<file path="config.mk">
export PLATFORM = sky130hd
export DESIGN_NAME = cfgbus_slave
export DESIGN_NICKNAME = d
export VERILOG_FILES = /design/src/rtl/cfgbus_pkg.sv /design/src/rtl/cfgbus_sync.sv /design/src/rtl/cfgbus_regbank.sv /design/src/rtl/cfgbus_ctrl.sv /design/src/rtl/cfgbus_slave.sv
export SDC_FILE = /design/constraint.sdc
export NUM_CORES = 1
export LEC_CHECK = 0
export ABC_AREA = 1
export BUFFER_PORTS_ARGS = -buffer_cell sky130_fd_sc_hd__clkbuf_2
export CORE_ASPECT_RATIO = 1.1
export CORE_MARGIN = 1.5
export CORE_UTILIZATION = 45
export CTS_CLUSTER_SIZE = 30
export DETAILED_ROUTE_END_ITERATION = 16
export GPL_ROUTABILITY_DRIVEN = 1
export PLACE_DENSITY_LB_ADDON = 0.15
export SKIP_CTS_REPAIR_TIMING = 1
export SLEW_MARGIN = 20
export SYNTH_ARGS = -nofsm -noshare
export SYNTH_HDL_FRONTEND = slang
export SYNTH_SLANG_ARGS = --single-unit
</file>
<file path="constraint.sdc">
create_clock -name clk_i -period 9 [get_ports clk_i]
set_input_delay 0.45 -clock clk_i [delete_from_list [all_inputs] [get_ports clk_i]]
set_output_delay 0.45 -clock clk_i [all_outputs]
set_load 0.005 [all_outputs]
</file>
<file path="src/rtl/cfgbus_pkg.sv">
package cfgbus_pkg;
  localparam int unsigned AW = 6;
  localparam int unsigned DW = 8;
  localparam logic [AW-1:0] REG_SRST = 6'h24;
  localparam logic [AW-1:0] REG_PTR  = 6'h26;
  localparam int unsigned SRST_BIT = 4;
  localparam int unsigned N_STRAP = 7;

  typedef enum logic [2:0] {
    ST_IDLE, ST_DEV, ST_DACK, ST_WR, ST_WACK, ST_RD, ST_RACK
  } bus_st_e;
endpackage

</file>
<file path="src/rtl/cfgbus_sync.sv">
module cfgbus_sync #(
  parameter int unsigned STAGES = 2
) (
  input  logic clk_i,
  input  logic rst_ni,
  input  logic d_i,
  output logic lvl_o,
  output logic rise_o,
  output logic fall_o
);
  // pipe_q[STAGES-1] is the synchronized level, pipe_q[STAGES] the previous one
  logic [STAGES:0] pipe_q, pipe_d;

  always_comb pipe_d = {pipe_q[STAGES-1:0], d_i};

  always_ff @(posedge clk_i or negedge rst_ni) begin
    if (!rst_ni) pipe_q <= '1;
    else         pipe_q <= pipe_d;
  end

  assign lvl_o  = pipe_q[STAGES-1];
  assign rise_o = pipe_q[STAGES-1] & ~pipe_q[STAGES];
  assign fall_o = ~pipe_q[STAGES-1] & pipe_q[STAGES];
endmodule

</file>
<file path="src/rtl/cfgbus_regbank.sv">
module cfgbus_regbank
  import cfgbus_pkg::*;
#(
  parameter int unsigned N_RW = 32
) (
  input  logic              clk_i,
  input  logic              rst_ni,
  input  logic [N_STRAP-1:0] straps_i,
  input  logic              wr_en_i,
  input  logic [AW-1:0]     wr_addr_i,
  input  logic [DW-1:0]     wr_data_i,
  input  logic [AW-1:0]     rd_addr_i,
  output logic [DW-1:0]     rd_data_o,
  output logic [DW*N_RW-1:0] cfg_o
);
  logic               strap_done_q;
  logic [N_STRAP-1:0] strap_q, strap_d;
  logic               soft_rst, load_dflt;

  function automatic logic [DW-1:0] dflt(input int unsigned idx, input logic [N_STRAP-1:0] s);
    logic [DW-1:0] v;
    v = '0;
    case (idx)
      0: v[0]   = s[6];
      1: v[1:0] = {~s[4], ~s[5]};
      2: v[3:0] = ~s[3:0];
      default: v = '0;
    endcase
    return v;
  endfunction

  assign soft_rst  = wr_en_i && (wr_addr_i == REG_SRST) && !wr_data_i[SRST_BIT];
  assign load_dflt = !strap_done_q || soft_rst;
  assign strap_d   = strap_done_q ? strap_q : straps_i;

  always_ff @(posedge clk_i or negedge rst_ni) begin
    if (!rst_ni) begin
      strap_done_q <= 1'b0;
      strap_q      <= '0;
    end else if (!strap_done_q) begin
      strap_done_q <= 1'b1;
      strap_q      <= strap_d;
    end
  end

  for (genvar i = 0; i < N_RW; i++) begin : g_reg
    localparam logic [AW-1:0] IDX = AW'(i);
    logic [DW-1:0] val_q, val_d;
    logic          en;

    always_comb begin
      en    = load_dflt || (wr_en_i && (wr_addr_i == IDX));
      val_d = load_dflt ? dflt(i, strap_d) : wr_data_i;
    end

    always_ff @(posedge clk_i or negedge rst_ni) begin
      if (!rst_ni)  val_q <= '0;
      else if (en)  val_q <= val_d;
    end

    assign cfg_o[i*DW +: DW] = val_q;
  end

  always_comb begin
    rd_data_o = '0;
    for (int unsigned i = 0; i < N_RW; i++) begin
      if (rd_addr_i == AW'(i)) rd_data_o = cfg_o[i*DW +: DW];
    end
    if (rd_addr_i == REG_SRST) rd_data_o = DW'(1) << SRST_BIT;
    if (rd_addr_i == REG_PTR)  rd_data_o = {{(DW-AW){1'b0}}, rd_addr_i};
  end
endmodule

</file>
<file path="src/rtl/cfgbus_ctrl.sv">
module cfgbus_ctrl
  import cfgbus_pkg::*;
#(
  parameter logic [6:0] DEV_ADDR = 7'h3A
) (
  input  logic          clk_i,
  input  logic          rst_ni,
  input  logic          scl_lvl_i,
  input  logic          scl_rise_i,
  input  logic          scl_fall_i,
  input  logic          sda_lvl_i,
  input  logic          sda_rise_i,
  input  logic          sda_fall_i,
  input  logic [DW-1:0] rd_data_i,
  output logic [AW-1:0] ptr_o,
  output logic          wr_en_o,
  output logic [AW-1:0] wr_addr_o,
  output logic [DW-1:0] wr_data_o,
  output logic          sda_oe_o
);
  localparam logic [3:0] LAST_BIT = 4'd8;

  bus_st_e       st_q, st_d;
  logic [3:0]    cnt_q, cnt_d;
  logic [DW-1:0] sh_q, sh_d;
  logic          drv_q, drv_d, rw_q, rw_d, exp_q, exp_d;
  logic          ainc_q, ainc_d, mack_q, mack_d, wen_q, wen_d;
  logic [AW-1:0] ptr_q, ptr_d, wadr_q, wadr_d;
  logic [DW-1:0] wdat_q, wdat_d;

  always_comb begin
    st_d = st_q; cnt_d = cnt_q; sh_d = sh_q; drv_d = drv_q; rw_d = rw_q;
    exp_d = exp_q; ainc_d = ainc_q; ptr_d = ptr_q; mack_d = mack_q;
    wen_d = 1'b0; wadr_d = wadr_q; wdat_d = wdat_q;
    if (sda_fall_i && scl_lvl_i) begin          // START or repeated START
      st_d = ST_DEV; cnt_d = '0; drv_d = 1'b0;
    end else if (sda_rise_i && scl_lvl_i) begin // STOP
      st_d = ST_IDLE; drv_d = 1'b0;
    end else begin
      case (st_q)
        ST_DEV, ST_WR: begin
          if (scl_rise_i && cnt_q != LAST_BIT) begin
            sh_d  = {sh_q[DW-2:0], sda_lvl_i};
            cnt_d = cnt_q + 4'd1;
          end else if (scl_fall_i && cnt_q == LAST_BIT) begin
            if (st_q == ST_DEV) begin
              if (sh_q[7:1] == DEV_ADDR) begin
                drv_d = 1'b1; rw_d = sh_q[0]; exp_d = 1'b1; st_d = ST_DACK;
              end else begin
                st_d = ST_IDLE;
              end
            end else begin
              drv_d = 1'b1; st_d = ST_WACK;
              if (exp_q) begin
                ptr_d = sh_q[AW-1:0]; ainc_d = sh_q[7]; exp_d = 1'b0;
              end else begin
                wen_d = 1'b1; wadr_d = ptr_q; wdat_d = sh_q;
                if (ainc_q) ptr_d = ptr_q + 6'd1;
                else        exp_d = 1'b1;
              end
            end
          end
        end
        ST_DACK, ST_WACK, ST_RACK: begin
          if (st_q == ST_RACK && scl_rise_i) mack_d = ~sda_lvl_i;
          if (scl_fall_i) begin
            if ((st_q == ST_DACK && rw_q) || (st_q == ST_RACK && mack_q)) begin
              sh_d = {rd_data_i[DW-2:0], 1'b0}; drv_d = ~rd_data_i[DW-1];
              cnt_d = 4'd1; st_d = ST_RD;
            end else if (st_q == ST_RACK) begin
              drv_d = 1'b0; st_d = ST_IDLE;
            end else begin
              drv_d = 1'b0; cnt_d = '0; st_d = ST_WR;
            end
          end
        end
        ST_RD: begin
          if (scl_fall_i) begin
            if (cnt_q == LAST_BIT) begin
              drv_d = 1'b0; st_d = ST_RACK;
              if (ainc_q) ptr_d = ptr_q + 6'd1;
            end else begin
              drv_d = ~sh_q[DW-1]; sh_d = {sh_q[DW-2:0], 1'b0}; cnt_d = cnt_q + 4'd1;
            end
          end
        end
        default: ;
      endcase
    end
  end

  always_ff @(posedge clk_i or negedge rst_ni) begin
    if (!rst_ni) begin
      st_q <= ST_IDLE; cnt_q <= '0; sh_q <= '0; drv_q <= 1'b0; rw_q <= 1'b0;
      exp_q <= 1'b1; ainc_q <= 1'b0; ptr_q <= '0; mack_q <= 1'b0;
      wen_q <= 1'b0; wadr_q <= '0; wdat_q <= '0;
    end else begin
      st_q <= st_d; cnt_q <= cnt_d; sh_q <= sh_d; drv_q <= drv_d; rw_q <= rw_d;
      exp_q <= exp_d; ainc_q <= ainc_d; ptr_q <= ptr_d; mack_q <= mack_d;
      wen_q <= wen_d; wadr_q <= wadr_d; wdat_q <= wdat_d;
    end
  end

  assign ptr_o     = ptr_q;
  assign wr_en_o   = wen_q;
  assign wr_addr_o = wadr_q;
  assign wr_data_o = wdat_q;
  assign sda_oe_o  = drv_q;
endmodule

</file>
<file path="src/rtl/cfgbus_slave.sv">
module cfgbus_slave
  import cfgbus_pkg::*;
#(
  parameter logic [6:0]  DEV_ADDR    = 7'h3A,
  parameter int unsigned N_RW        = 32,
  parameter int unsigned SYNC_STAGES = 2
) (
  input  logic                 clk_i,
  input  logic                 rst_ni,
  input  logic                 scl_i,
  input  logic                 sda_i,
  input  logic [N_STRAP-1:0]   straps_i,
  output logic                 sda_oe_o,
  output logic [DW*N_RW-1:0]   cfg_o
);
  logic          rst_meta_q, rst_n;
  logic          scl_lvl, scl_rise, scl_fall, sda_lvl, sda_rise, sda_fall;
  logic [AW-1:0] ptr, wr_addr;
  logic [DW-1:0] rd_data, wr_data;
  logic          wr_en;

  always_ff @(posedge clk_i or negedge rst_ni) begin
    if (!rst_ni) {rst_n, rst_meta_q} <= 2'b00;
    else         {rst_n, rst_meta_q} <= {rst_meta_q, 1'b1};
  end

  cfgbus_sync #(.STAGES(SYNC_STAGES)) scl_sync_i (
    .clk_i(clk_i), .rst_ni(rst_n), .d_i(scl_i),
    .lvl_o(scl_lvl), .rise_o(scl_rise), .fall_o(scl_fall));

  cfgbus_sync #(.STAGES(SYNC_STAGES)) sda_sync_i (
    .clk_i(clk_i), .rst_ni(rst_n), .d_i(sda_i),
    .lvl_o(sda_lvl), .rise_o(sda_rise), .fall_o(sda_fall));

  cfgbus_ctrl #(.DEV_ADDR(DEV_ADDR)) ctrl_i (
    .clk_i(clk_i), .rst_ni(rst_n),
    .scl_lvl_i(scl_lvl), .scl_rise_i(scl_rise), .scl_fall_i(scl_fall),
    .sda_lvl_i(sda_lvl), .sda_rise_i(sda_rise), .sda_fall_i(sda_fall),
    .rd_data_i(rd_data), .ptr_o(ptr), .wr_en_o(wr_en),
    .wr_addr_o(wr_addr), .wr_data_o(wr_data), .sda_oe_o(sda_oe_o));

  cfgbus_regbank #(.N_RW(N_RW)) bank_i (
    .clk_i(clk_i), .rst_ni(rst_n), .straps_i(straps_i),
    .wr_en_i(wr_en), .wr_addr_i(wr_addr), .wr_data_i(wr_data),
    .rd_addr_i(ptr), .rd_data_o(rd_data), .cfg_o(cfg_o));
endmodule

</file>
-- After elaboration in Yosys (flattened, before gate mapping)
Cells that the tools add are included.
- eq/ne operators: 96
- magnitude comparators: 0
- reductions and logical operators: 95
- $add $sub $neg: 2
- mux-type cells: 95
- bitwise gates (word level): 18
- shifts and indexed selects: 0
- $mul: 0
- div/mod/pow operators: 0
- operators with widths (operator ; number):
    2-to-1 mux 8 bit ; 43
    == test 6 x 5 -> 1 bit (second input constant) ; 32
    == test 6 x 4 -> 1 bit (second input constant) ; 16
    == test 6 x 3 -> 1 bit (second input constant) ; 8
    2-to-1 mux 6 bit ; 7
    logical AND 1 bit ; 41
    logical OR 1 bit ; 34
    2-to-1 mux 4 bit ; 8
    AND reduction 7 bit ; 4
    2-to-1 mux 3 bit ; 9
    == test 6 x 2 -> 1 bit (second input constant) ; 4
    one-hot mux 8 bit (3 select lines) ; 1
    2-to-1 mux 1 bit ; 20
    == test 6 bit (second input constant) ; 3
    AND reduction 6 bit ; 3
    != test 4 x 1 -> 1 bit (second input constant) ; 4
    AND reduction 8 bit ; 2
    != test 2 x 1 -> 1 bit (second input constant) ; 7
    NOT 1 bit ; 13
    == test 6 x 1 -> 1 bit (second input constant) ; 2
    logical NOT 6 bit ; 2
    one-hot mux 4 bit (3 select lines) ; 1
    one-hot mux 6 bit (2 select lines) ; 1
    == test 3 bit (second input constant) ; 3
    27 further kinds ; 38
- memory bits (read-only): 0
- latch bits: 0
- memories: 0
- memory bits (writable): 0
- bits in registers: 313
- output and inout port bits: 257

-- Longest topological paths before layout
Gate-level depths: netlist of run 1.
- word-level depth: 41
- mapped depth: 41
- gate-level depth less buffers: 41

-- By module
Synthesis of run 1 repeated with hierarchy kept, for this count alone.
- cells, all modules: 1905
- area, all modules: 14938.1 um2
- by module, submodules not included (module ; sequential area each (um2) ; times used ; area each (um2) ; cells each):
    cfgbus_regbank ; 6606.3 ; 1 ; 12355.6 ; 1585
    cfgbus_ctrl ; 1027.2 ; 1 ; 2341.0 ; 303
    cfgbus_sync ; 78.8 ; 2 ; 93.8 ; 7
    cfgbus_slave ; 50.0 ; 1 ; 53.8 ; 3

-- Least setup slack after synthesis of run 1
OpenSTA, ideal clock, no wires.
- kind: register to register
- start point: reg ctrl_i.ptr_q[1], in the netlist ctrl_i.ptr_o[1]
- end point: reg ctrl_i.sh_q[5]
- stages on the path, launching flop included: 42
- setup time: 0.122 ns
- data arrival time: 2.799 ns
- setup slack: 6.079 ns
- path through: dfrtp_1 inv_1 ha_1 inv_1 nor2_2 nor2_1 nand2_1 nand3_1 nand3_1 nand3_1 nand2_1 nand2_1 nand2_1 nand2_1 nand2_1 nand2_1 nand2_1 nand2_1 [... 6 more ...] nand2_1 nand2_1 nand2_1 nand2_1 nand2_1 nand2_1 nand2_1 nand4_1 nand2_1 nand2_1 nand2_1 nand2_1 nand2_1 nand2_1 nand2_1 nand2_1 nand2_1 a21oi_1
- longest elaborated chain between the ends: 38
- elaborated cells between the ends (all ways): 71
- classes of those cells: 33 x eq/ne; 37 x mux; 1 x reduce/logical
- RTL lines (item ; RTL line ; RTL):
    from (decl) ; cfgbus_ctrl.sv:28 ; logic [AW-1:0] ptr_q, ptr_d, wadr_q, wadr_d;
    from (signal assigned) ; cfgbus_ctrl.sv:99 ; exp_q <= exp_d; ainc_q <= ainc_d; ptr_q <= ptr_d; mack_q <= mack_d;
    logical NOT 6 bit ; cfgbus_regbank.sv:67 ; if (rd_addr_i == AW'(i)) rd_data_o = cfg_o[i*DW +: DW];
    2-to-1 mux 8 bit (32 in series) ; cfgbus_regbank.sv:67 ;
    2-to-1 mux 8 bit ; cfgbus_regbank.sv:69 ; if (rd_addr_i == REG_SRST) rd_data_o = DW'(1) << SRST_BIT;
    2-to-1 mux 8 bit * ; cfgbus_regbank.sv:70 ; if (rd_addr_i == REG_PTR) rd_data_o = {{(DW-AW){1'b0}}, rd_addr_i};
    2-to-1 mux 8 bit * ; cfgbus_ctrl.sv:67 ; if ((st_q == ST_DACK && rw_q) || (st_q == ST_RACK && mack_q)) begin
    2-to-1 mux 8 bit * ; cfgbus_ctrl.sv:66 ; if (scl_fall_i) begin
    one-hot mux 8 bit (3 select lines) * ; cfgbus_ctrl.sv:40 ; case (st_q)
    to (signal assigned) ; cfgbus_ctrl.sv:94 ; st_q <= ST_IDLE; cnt_q <= '0; sh_q <= '0; drv_q <= 1'b0; rw_q <= 1'b0;
    to (signal assigned) ; cfgbus_ctrl.sv:98 ; st_q <= st_d; cnt_q <= cnt_d; sh_q <= sh_d; drv_q <= drv_d; rw_q <= rw_d;
    to (decl) ; cfgbus_ctrl.sv:25 ; logic [DW-1:0] sh_q, sh_d;
Mark *: on every way between the ends. The rest lies on a longest branch, timed or not. The select of a mux whose other input is x is not followed.
A chain may end at the register's enable or synchronous reset.

-- Worst setup path in the final report of run 1
Ends and elaborated chain as after synthesis.

==> run metrics, run 1 <==
Post-synth EDFFs=0; sequential area share after synthesis=51.3%; crit path kind=flip-flop to flip-flop; GRT Overall Usage=31.3%; pre-CTS WS=4690 ps; Yosys warnings=0; clk slew on worst S/H paths=60 ps; status=completed; Max H-tree Level=2; DPL Wire Length=39500 µm; Worst Setup SP=ctrl_i.ptr_o[1]; final hold violations=0; Power, Total=approximately 3.3 mW; largest net degree at the start of global routing=170; post-layout minimum cycle time=4390 ps; CP Launch Type=flip-flop; Area Growth Syn to Fin=19.7%; io pins=268; Setup TNS=0 ps; clock skew=14.3 ps; top cell type's share of synthesized area=50.1%; Max Cap Viol=0; most frequent CP cell=nand2_1; Nets=~2300; cell area after synthesis=15300 µm²; vias per cell=roughly 5.4; global route total overflow=0; GPL Wtd Cong=approximately 0.97; Leak=9.34 nW; Slew Limit Headroom=25.4%; antenna-violating nets left=0; final worst setup slack=4610 ps; Net Sw Power=0.895 mW; largest cells by area after synthesis=dfrtp_1, nand2_1, o21ai_0; Fmax=228 MHz; Mapped Avg Cell Area=7.55 µm²; Clock Latency Late Sink=540 ps; area occupied by multi-input gates=6390 µm²; Logic pwr share=under 10%; Mapped Cells=between 2000 and 2500; initial DRC count=1412; synthesis-stage register bit count=313; Final Setup Violations=0; drt wl/cell=20.0 µm; FF+latch area=7850 µm²; Chip Height=about 200 µm; pins over their slew limit=0; WL final=54700 µm; layout cell share with drive strength beyond 1=around 18%; area leader, netlist=dfrtp_1; Tcrit/Tclk final=48.8%; DRC violation count after routing=0; vias in the first global route=13718; Hold Crit Start=straps_i[4]; most used flip-flop cell after synthesis=dfrtp_1; ant diodes=0; drt first pass iters=6; clk buf depth=3; power per cell area=182 nW/µm²; initial antenna violation count=1; CP peak stage delay=between 400 and 500 ps; Via Count=about 15000; sw frac=between 20% and 30%; CTS tree=yes; sequential power share=45.7%; die width=179 µm; Clock power frac=44.6%; clk root buf=clkbuf_16; Placement Rows=70; Clock Sink Count=313; Worst Hold Class=primary input to flip-flop; FILL cells=3250; unrepaired setup endpoints after global routing=false; P_int=around 2.4 mW; crit-path max FO=9; total CTS buffers=36; port buffer count=267; Yosys cell types=between 40 and 50; worst slew pin tran=1120 ps; CP arrival=4820 ps; CP Capture Type=flip-flop; area of the core=33400 µm²; CP Data Required Time=approximately 9400 ps; maximum vdd drop=0.110 mV; initial core utilization=45.8%; asr flop ratio synth=100%; die area=35100 µm²; slowest cell on the critical path=nor2_2; global-route wire length before repair=around 83000 µm; Worst R2R Start=ctrl_i.ptr_o[1]
-- metrics by stage --
stage | utilization (%) | area (µm²) | std cells | hold WS [ps]
2_1_floorplan | - | 15300 | 2026 | 154
3_3_place_gp | 50.9 | 17000 | 2661 | 238
3_5_place_dp | 51.0 | 17000 | 2663 | 240
4_1_cts | 54.6 | 18200 | 2727 | -325
5_1_grt | 54.8 | 18300 | 2730 | 154
6_report | 54.8 | 18300 | 2730 | 145
-- Yosys cell counts (2+ instances only) --
cell,number
o221ai_1,6
nor2_1,146
a21oi_1,100
inv_1,195
o211ai_1,12
o22ai_1,2
nor3_1,12
nor3b_1,2
xor2_1,2
buf_1,2
or2_2,14
nor2_2,5
dfstp_2,7
buf_6,3
or2_0,3
o21ai_1,7
nor2_4,6
a31oi_1,4
o21ai_0,325
clkinv_1,4
ha_1,6
and3_1,2
dfrtp_1,306
nor4_1,2
inv_2,5
nand3_1,60
nand2_1,691
clkbuf_1,70
nand4_1,6
buf_2,6
-- power groups by stage --
stage | clock network [mW] | logic [mW] | registers (mW)
6_report | 1.48 | 0.325 | 1.52
5_1_grt | 1.55 | 0.370 | 1.53
4_1_cts | 1.50 | 0.322 | 1.52
3_5_place_dp | 0 | 0.321 | 1.55
3_3_place_gp | 0 | 0.317 | 1.54
2_1_floorplan | 0 | 0.213 | 1.54
-- logic make-up after synthesis --
| logic type | synth area share [%] |
|---|---|
| AO/OA/AOI/OAI | 15.6 |
| XOR/XNOR | 0.115 |
| adder cells (fa/ha/maj) | 0.491 |
| buffers and inverters | 7.29 |
| flip-flops | 51.3 |
| other | 0.0245 |
| AND/OR/NAND/NOR | 25.1 |
-- registers in the layout, indices dropped and copies added, names as in the netlist, 3 cells and up --
register           count
ctrl_i.cnt_q           4
ctrl_i.sh_q            8
bank_i.g.val_q       256
ctrl_i.ptr_o           6
ctrl_i.st_q            3
ctrl_i.wr_data_o       8
scl_sync_i.pipe_q      3
ctrl_i.wr_addr_o       6
sda_sync_i.pipe_q      3
bank_i.strap_q         7
-- layout by cell type, fill, tap and decap left out, types with 5 or more instances in the layout --
cell type  instances
nand3_1           60
inv_1            193
clkbuf_16         37
a21oi_1           87
o21ai_1            7
buf_4             18
inv_2              5
nor2_2             7
nor2_1           144
nand2_1          689
clkbuf_2         267
dfstp_2            7
clkbuf_1           9
clkinv_1           6
nor3_1            12
ha_1               6
nor2_4             6
clkbuf_8           8
a21oi_2           13
dfrtp_1          305
o211ai_1          12
o221ai_1           6
o21ai_0          325
nand4_1            6
or2_2             14
-- per-layer routing --
layer / vias up / wire length [µm] / GRT usage [%]
met1: 6990 / 23400 / 44.9
met5: - / 0 / 0
met2: 759 / 23700 / 45.5
met4: 0 / 2320 / 13.1
met3: 134 / 5250 / 7.13
li1: 6975 / - / -
-- path summary, 6_finish.rpt --
check                                                 end  slack [ps]  cells past startpoint
max in group asynchronous       bank_i.g_reg[25].val_q[4]        6930                      1
worst max-delay path                       ctrl_i.sh_q[5]        4610                     41
min in group asynchronous                           rst_n         230                      2
worst max register to register             ctrl_i.sh_q[5]        4610                     41
worst min register to register                      rst_n         350                      0
worst min-delay path                    bank_i.strap_q[4]         140                      3
-- worst max-delay path: cells and delay by family, from the launching register on --
| family | cells | cell delay, ps |
|---|---|---|
| and+or+nand+nor | 37 | 3200 |
| DFF | 1 | 440 |
| adders and majority gates | 1 | 310 |
| buffers and inverters | 2 | 250 |
| AOI/OAI and AO/OA | 1 | 60 |
-- area by class of cell --
| type | count | share of cell area, % |
|---|---|---|
| sequential | 313 | 42.9 |
| timing repair buffer | 290 | 8.47 |
| clock inverter | 10 | 0.623 |
| clock buffer | 54 | 5.85 |
| multi-input combinational | 1426 | 35.0 |
| tap | 432 | 2.96 |
| inverter | 205 | 4.22 |
No activity file was read; power rests on OpenSTA's default activity.
==> inputs of run 2 (changes only) <==
- clock period: 9 -> 4.1 ns (I/O delays scaled with it)
==> run metrics, run 2 (same netlist as run 1, synthesis figures left out) <==
largest net degree at the start of global routing=82 (-52%); CP Data Required Time=4500 ps (-4920 ps); crit path kind=flip-flop to flip-flop; Tcrit/Tclk final=95.8% (+47 points); drt first pass iters=7 (+1); global-route wire length before repair=84900 µm (+2.6%); initial core utilization=45.8% (unchanged); Worst Setup SP=ctrl_i.ptr_o[0]; Clock Sink Count=313 (unchanged); Worst R2R End=ctrl_i.sh_q[2]; most frequent cells in the layout=nand2_1, o21ai_0, dfrtp_1; ant diodes=0 (unchanged); port buffer count=267 (unchanged); Final Setup Violations=0 (unchanged); crit path capture=ctrl_i.sh_q[2]; FILL cells=3204 (-1.4%); Placed Area=17200 µm² (+1.3%); antenna-violating nets left=0 (unchanged); post-route design area=18800 µm² (+3.1%); pre-CTS WS=-11.3 ps (-4700 ps); unrepaired setup endpoints after global routing=true; post-layout minimum cycle time=3930 ps (-465 ps); Leak=9.63 nW (+3.1%); crit-path max FO=7 (-2); Slew Limit Headroom=28.2% (+2.8 points); io pins=268 (unchanged); Chip Height=196 µm (unchanged); max reg flops=256 (unchanged); DPL Wire Length=40800 µm (+3.4%); power per cell area=387 nW/µm² (+110%); CP arrival=4330 ps (-490 ps); clk slew on worst S/H paths=60 ps (about the same); final hold violations=0 (unchanged); most frequent CP cell=nand2_1; CP Launch Type=flip-flop; DRC violation count after routing=0 (unchanged); Power, Total=7.28 mW (+120%); layout cell share with drive strength beyond 1=19.8% (+2.3 points); area of the core=33400 µm² (unchanged); initial antenna violation count=0 (-1); clk buf depth=3 (unchanged); clock skew=12.9 ps (-1.38 ps); GRT Overall Usage=31.9% (+0.57 points); Area Growth Syn to Fin=23.3%; die area=35100 µm² (unchanged); CP Capture Type=flip-flop; pins over their slew limit=0 (unchanged); Max Cap Viol=0 (unchanged); Placement Rows=70 (unchanged); vias in the first global route=13881 (+1.2%); initial DRC count=1723 (+22%); Via Count=15247 (+2.6%); clk root buf=clkbuf_16; WP buf/inv=2 (unchanged); slowest cell on the critical path=dfrtp_2; cell family with most CP delay=simple AND/OR/NAND/NOR gates; worst slew pin tran=1080 ps (-42.7 ps); WL final=56100 µm (+2.5%); worst reg2reg setup slack=170 ps (-4430 ps); Worst R2R Path Depth=37 (-9.8%); maximum vdd drop=0.260 mV (+140%); CTS tree=yes; Hold Slack=330 ps (+185 ps); Worst Hold Class=primary input to flip-flop; total CTS buffers=36 (unchanged); Fmax=254 MHz (+12%); global route total overflow=0 (unchanged); drt wl/cell=20.2 µm (+0.61%); Clock Latency Late Sink=520 ps (-20 ps); GPL Wtd Cong=0.997 (+3.0%); vias per cell=5.48 (+0.70%); die width=179 µm (unchanged); Max H-tree Level=2 (unchanged); status=completed; Nets=2343 (+2.4%); most common library cell in the layout ignoring fill and taps=nand2_1; Worst R2R Start=ctrl_i.ptr_o[0]; CP peak stage delay=480 ps (about the same); final worst setup slack=170 ps (-4430 ps); WP depth=37 (-9.8%); Biggest register=bank_i.g.val_q
run 2: changes by cell type in the layout (fill, tap and decap cells not counted), sizes merged:
cell	delta
clkbuf	-4
dlygate4sd3	+8
buf	+45
clkinv	+2
bufinv	+1
run 2: where the power goes:
part | switching, mW | internal [mW]
registers | 0.131 | 3.20
clock network | 1.30 | 1.92
logic | 0.512 | 0.218
run 2: cell type report:
cell class	instances	area, µm²	share of cell area, %
Clock inverter	13	150	0.797
Tap cell	432	541	2.87
Clock buffer	49	1010	5.36
Sequential cell	313	7850	41.7
Timing Repair Buffer	344	2020	10.7
Inverter	205	779	4.14
Multi-Input combinational cell	1426	6500	34.5
run 2: worst min path at each step:
| stage | from | end | slack [ps] | cells past startpoint |
|---|---|---|---|---|
| 2_1_floorplan | rst_ni | rst_meta_q | -90 | 0 |
| 3_3_place_gp | rst_ni | rst_meta_q | -7 | 1 |
| 3_5_place_dp | rst_ni | rst_meta_q | -4 | 1 |
| 4_1_cts | rst_ni | rst_n | -540 | 1 |
| 5_1_grt | scl_i | scl_sync_i.pipe_q[0] | 330 | 2 |
| 6_report | scl_i | scl_sync_i.pipe_q[0] | 330 | 2 |
run 2: per-layer routing:
metal	wire, µm	up-vias	global-route usage [%]	part of all wire [%]
met5	0	-	0	0
met4	1650	0	10.2	2.9
met3	5090	93	5.14	9.1
met2	25500	818	48.2	45
met1	23800	7256	46.8	43
li1	-	7080	-	-
run 2: metrics by stage:
step / TNS (ps) / std cells / util, %
6_report: 0 / 2782 / 56.5
5_1_grt: -165 / 2782 / 56.5
4_1_cts: -36.3 / 2749 / 55.1
3_5_place_dp: -11.3 / 2687 / 51.7
3_3_place_gp: 0 / 2687 / 51.7
2_1_floorplan: 0 / 2026 / -
run 2: worst reg2reg max path: cells and delay by family (launching register included):
kind / cells / cell delay (ps)
fa+ha+maj: 1 / 180
compound gates: 4 / 570
flops: 1 / 480
buf+inv: 2 / 310
simple gates: 30 / 2260
